File: src/rtl/sort4_pkg.sv
package sort4_pkg;
  localparam int unsigned NUM_KEYS    = 4;
  localparam int unsigned NUM_LAYERS  = 3;
  localparam int unsigned EARLY_LAYER = 2;
endpackage

File: src/rtl/sort4_cmp.sv
module sort4_cmp #(
  parameter int unsigned DATA_W = 8
) (
  input  logic [DATA_W-1:0] a_i,
  input  logic [DATA_W-1:0] b_i,
  output logic [DATA_W-1:0] lo_o,
  output logic [DATA_W-1:0] hi_o
);
  logic swap;
  assign swap = a_i > b_i;
  assign lo_o = swap ? b_i : a_i;
  assign hi_o = swap ? a_i : b_i;
endmodule

File: src/rtl/sort4_layer.sv
module sort4_layer
  import sort4_pkg::*;
#(
  parameter int unsigned DATA_W = 8,
  parameter int unsigned LAYER  = 0
) (
  input  logic                             clk_i,
  input  logic                             rst_ni,
  input  logic                             valid_i,
  input  logic [NUM_KEYS-1:0][DATA_W-1:0]  keys_i,
  output logic                             valid_o,
  output logic [NUM_KEYS-1:0][DATA_W-1:0]  keys_o
);
  logic [DATA_W-1:0] nxt [NUM_KEYS];

  generate
    if (LAYER == 0) begin : g_pairs
      sort4_cmp #(.DATA_W(DATA_W)) u_a (
        .a_i(keys_i[0]), .b_i(keys_i[1]), .lo_o(nxt[0]), .hi_o(nxt[1]));
      sort4_cmp #(.DATA_W(DATA_W)) u_b (
        .a_i(keys_i[2]), .b_i(keys_i[3]), .lo_o(nxt[2]), .hi_o(nxt[3]));
    end else if (LAYER == 1) begin : g_cross
      // lows meet lows, highs meet highs: lane 0 gets min, lane 3 gets max
      sort4_cmp #(.DATA_W(DATA_W)) u_a (
        .a_i(keys_i[0]), .b_i(keys_i[2]), .lo_o(nxt[0]), .hi_o(nxt[2]));
      sort4_cmp #(.DATA_W(DATA_W)) u_b (
        .a_i(keys_i[1]), .b_i(keys_i[3]), .lo_o(nxt[1]), .hi_o(nxt[3]));
    end else begin : g_middle
      assign nxt[0] = keys_i[0];
      assign nxt[3] = keys_i[3];
      sort4_cmp #(.DATA_W(DATA_W)) u_a (
        .a_i(keys_i[1]), .b_i(keys_i[2]), .lo_o(nxt[1]), .hi_o(nxt[2]));
    end
  endgenerate

  always_ff @(posedge clk_i or negedge rst_ni) begin
    if (!rst_ni) valid_o <= 1'b0;
    else         valid_o <= valid_i;
  end

  // data path carries no reset
  always_ff @(posedge clk_i) begin
    for (int i = 0; i < NUM_KEYS; i++) keys_o[i] <= nxt[i];
  end
endmodule

File: src/rtl/sort4_pipe.sv
module sort4_pipe
  import sort4_pkg::*;
#(
  parameter int unsigned DATA_W = 8
) (
  input  logic                            clk_i,
  input  logic                            rst_ni,
  input  logic                            in_valid_i,
  input  logic [NUM_KEYS-1:0][DATA_W-1:0] in_keys_i,
  output logic                            out_valid_o,
  output logic [NUM_KEYS-1:0][DATA_W-1:0] out_keys_o,
  output logic                            early_valid_o,
  output logic [DATA_W-1:0]               early_min_o,
  output logic [DATA_W-1:0]               early_max_o
);
  logic [NUM_KEYS-1:0][DATA_W-1:0] key_s [NUM_LAYERS+1];
  logic                            vld_s [NUM_LAYERS+1];

  assign key_s[0] = in_keys_i;
  assign vld_s[0] = in_valid_i;

  for (genvar l = 0; l < NUM_LAYERS; l++) begin : g_layer
    sort4_layer #(.DATA_W(DATA_W), .LAYER(l)) u_layer (
      .clk_i   (clk_i),
      .rst_ni  (rst_ni),
      .valid_i (vld_s[l]),
      .keys_i  (key_s[l]),
      .valid_o (vld_s[l+1]),
      .keys_o  (key_s[l+1])
    );
  end

  assign out_valid_o   = vld_s[NUM_LAYERS];
  assign out_keys_o    = key_s[NUM_LAYERS];
  assign early_valid_o = vld_s[EARLY_LAYER];
  assign early_min_o   = key_s[EARLY_LAYER][0];
  assign early_max_o   = key_s[EARLY_LAYER][NUM_KEYS-1];
endmodule

File: config.mk
export PLATFORM = sky130hd
export DESIGN_NAME = sort4_pipe
export DESIGN_NICKNAME = d
export VERILOG_FILES = /design/src/rtl/sort4_pkg.sv /design/src/rtl/sort4_cmp.sv /design/src/rtl/sort4_layer.sv /design/src/rtl/sort4_pipe.sv
export SDC_FILE = /design/constraint.sdc
export NUM_CORES = 1
export LEC_CHECK = 0
export ABC_AREA = 1
export BUFFER_PORTS_ARGS = -buffer_cell sky130_fd_sc_hd__buf_2
export CORE_MARGIN = 5
export CORE_UTILIZATION = 52
export CTS_CLUSTER_SIZE = 25
export DETAILED_ROUTE_END_ITERATION = 7
export PLACE_DENSITY = 0.75
export SLEW_MARGIN = 20
export SYNTH_ARGS = -nofsm -noshare
export SYNTH_HDL_FRONTEND = slang
export SYNTH_SLANG_ARGS = --single-unit
File: constraint.sdc
create_clock -name clk_i -period 4.1 [get_ports clk_i]
set_clock_uncertainty 0.2 [all_clocks]
set_input_delay 0.82 -clock clk_i [delete_from_list [all_inputs] [get_ports clk_i]]
set_output_delay 0.82 -clock clk_i [all_outputs]
set_load 0.01 [all_outputs]
==> metrics.yaml <==
viasPerCell: 4.83
cap_violations: 0
critPathLaunchType: "primary input"
core-area_mm2: 0.00911
peakVddDrop_uv: 193
ioPinCount: 85
finalSetupViolCount: 0
power_density_mw_per_mm2: 624
hp-class: "in2async"
clock_path_buffers: 2
ff2ff_setup_slack_ns: 2.12
groute.layer.met2.usage_pct: 28.1
drive_gt1_share_pct: 35.5
layout.cells.non_filler: 730
synth_area_mm2: 0.00478
antenna-diode-count: 0
slowest_stage: "nand2_4"
post-dp-hpwl_um: 7400
area_delta_synth_final_pct: 9.96
synth_top_cells_by_area: "dfxtp_1 40%, nand2_2 12%, ha_1 10%"
cp_data_required_time_ns: 4.20
gp_congestion: 0.840
synth_top_area_cell: "dfxtp_1"
clk_latency_ns: 0.37
setup_tns_ns: 0
grt_max_degree: 18
path_cells: "buf_2 -> inv_1 -> ha_1 -> nand2_2 -> nor2_4 -> nand4_4 -> nand2_4 -> nand2_1 -> nand2_1"
critPathCaptureType: "flip-flop"
dp_cells: 714
fmax_mhz: 479
crit_fanout: 17
die-width_um: 106
syn_area_per_cell_um2: 8.68
busiest_layer: "met2"
routed_wl_um: 8970
rsz0062_at_grt: "no"
maxSlewHeadroom_pct: 81.7
drt_iter0_drc: 163
fin_crit_sh_pct: 50.9
num_vias: 3523
status: "finished clean"
worst_path_most_repeated_cell: "nand2_1"
first_global_vias: 3314
synth_edf_count: 0
slew_viol_final: 0
clk_pin_slew_ns: 0.09
finalHoldViolations: 0
yosysSeqAreaShare_pct: 41.8
grt_util_met3_pct: 4.16
yosysUniqueCellTypes: 18
antenna_found_initial: 0
route.detailed.drc: 0
fillCellCount: 866
ys_top_cells_by_count: "110 x nand2_1, 96 x dfxtp_1, 90 x nand2_2"
syn_nets: 625
postRouteAntennaNets: 0
worst_slew_pin_slew_ns: 0.273
die_h_um: 106
cts_buffers: 9
fin_crit_ns: 2.09
syn-instance-count: 550
rows: 35
routedWlPerCell_um: 12.3
nNetsFinal: 689
cts_root_buf: "clkbuf_8"
register_area_mm2: 0.00200
met1_usage_pct: 18.8
multi_input_area_mm2: 0.00229
synth_most_common_cell: "nand2_1"
power.leakage_nw: 2.80
overflow: 0
synthArstFlopShare_pct: 3.03
ys_ff_latch: 99
dr.pass1.iters: 4
yosysTopAreaCellShare_pct: 40.2
grt_pass1_wl_um: 14700
yosys_warnings: 0
synth_flop_cell: "dfxtp_1"
cts_sinks: 99
arrival_ns: 2.19
cts_hold_buf: 0
cpPeakStageDelay_ns: 0.29
portBuffers: 84
start_util_pct: 52.4
path_class: "in2reg"
cts_tree: "yes"
cts_max_level: 3
die_area_mm2: 0.0112
cts_resized: 0
grt_usage_pct: 16.3
post_cts_buffers: 0
-- flip-flops by register name, summed over array words and instances, names as in the netlist --
register	cells
g_layer.u_layer.keys_o	96
g_layer.u_layer.valid_o	3
-- layout make-up --
cell class                      count  area share [%]
Clock inverter                      7            1.43
Multi-Input combinational cell    365            43.6
Timing Repair Buffer               84            8.01
Sequential cell                    99            38.0
Clock buffer                        9            2.36
Inverter                           55            3.93
Tap cell                          111            2.64
-- per-stage QoR --
stage	hold WS [ns]	total power, mW	cell area, um2	setup slack [ns]	util [%]
finish	0.0238	3.27	5250	2.01	57.7
global route	0.00123	3.52	5250	1.90	57.7
detailed placement	0.132	2.70	5050	1.63	55.5
CTS	0.00408	3.32	5250	2.02	57.7
floorplan	0.131	2.48	4780	1.96	-
global placement	0.130	2.64	5050	1.66	55.5
-- kinds of logic (layout without fill, tap and decap cells) --
kind of cell / after synthesis / in the layout / synth area share (%)
buffers and inverters: 86 / 155 / 10.2
adder cells (fa/ha/maj): 40 / 40 / 10.5
AO/OA/AOI/OAI: 15 / 15 / 1.83
flip-flops: 99 / 99 / 41.8
AND/OR/NAND/NOR: 310 / 310 / 35.6
-- final timing paths --
check / start / endpoint / depth (start not counted)
worst max-delay path: in_keys_i[14] / g_layer[0].u_layer.keys_o[1] / 9
worst min-delay path: rst_ni / g_layer[0].u_layer.valid_o / 1
worst max register to register: g_layer[0].u_layer.keys_o[21] / g_layer[1].u_layer.keys_o[23] / 8
worst min register to register: g_layer[1].u_layer.keys_o[30] / g_layer[2].u_layer.keys_o[30] / 0
max in group asynchronous: rst_ni / g_layer[2].u_layer.valid_o / 1
min in group clk_i: g_layer[1].u_layer.keys_o[30] / g_layer[2].u_layer.keys_o[30] / 0
-- report_power, final --
| part | total, mW | internal, mW | switching [mW] |
|---|---|---|---|
| Combinational | 1.24 | 0.468 | 0.770 |
| Sequential | 1.42 | 1.26 | 0.160 |
| Clock | 0.612 | 0.284 | 0.327 |
-- critical path, delay by kind of cell --
kind                     cells  cell delay [ns]
buffers and inverters        2             0.16
AND/OR/NAND/NOR              6             0.91
adder cells (fa/ha/maj)      1             0.28
-- layer usage --
metal  part of all wire [%]  up-vias
met5                      0        -
met1                     43     1571
met2                     49       83
met4                    2.3        0
met3                    5.4       18
li1                       -     1851
-- cell usage in the layout (no fill, tap or decap) --
cell and count:
nand2_1 110, dfxtp_1 96, nand2_2 90, buf_2 84, nand3_1 80, inv_1 50
ha_1 40, a21oi_1 10, nand2_4 10, clkbuf_8 9, inv_2 5, nor2_4 5
a21o_1 5, nor2_1 5, nor2_2 5, nand4_4 5, clkinvlp_4 3, dfrtp_1 3
inv_6 2, bufinv_16 1, clkinv_2 1
Power figures use the tool's default switching activity.
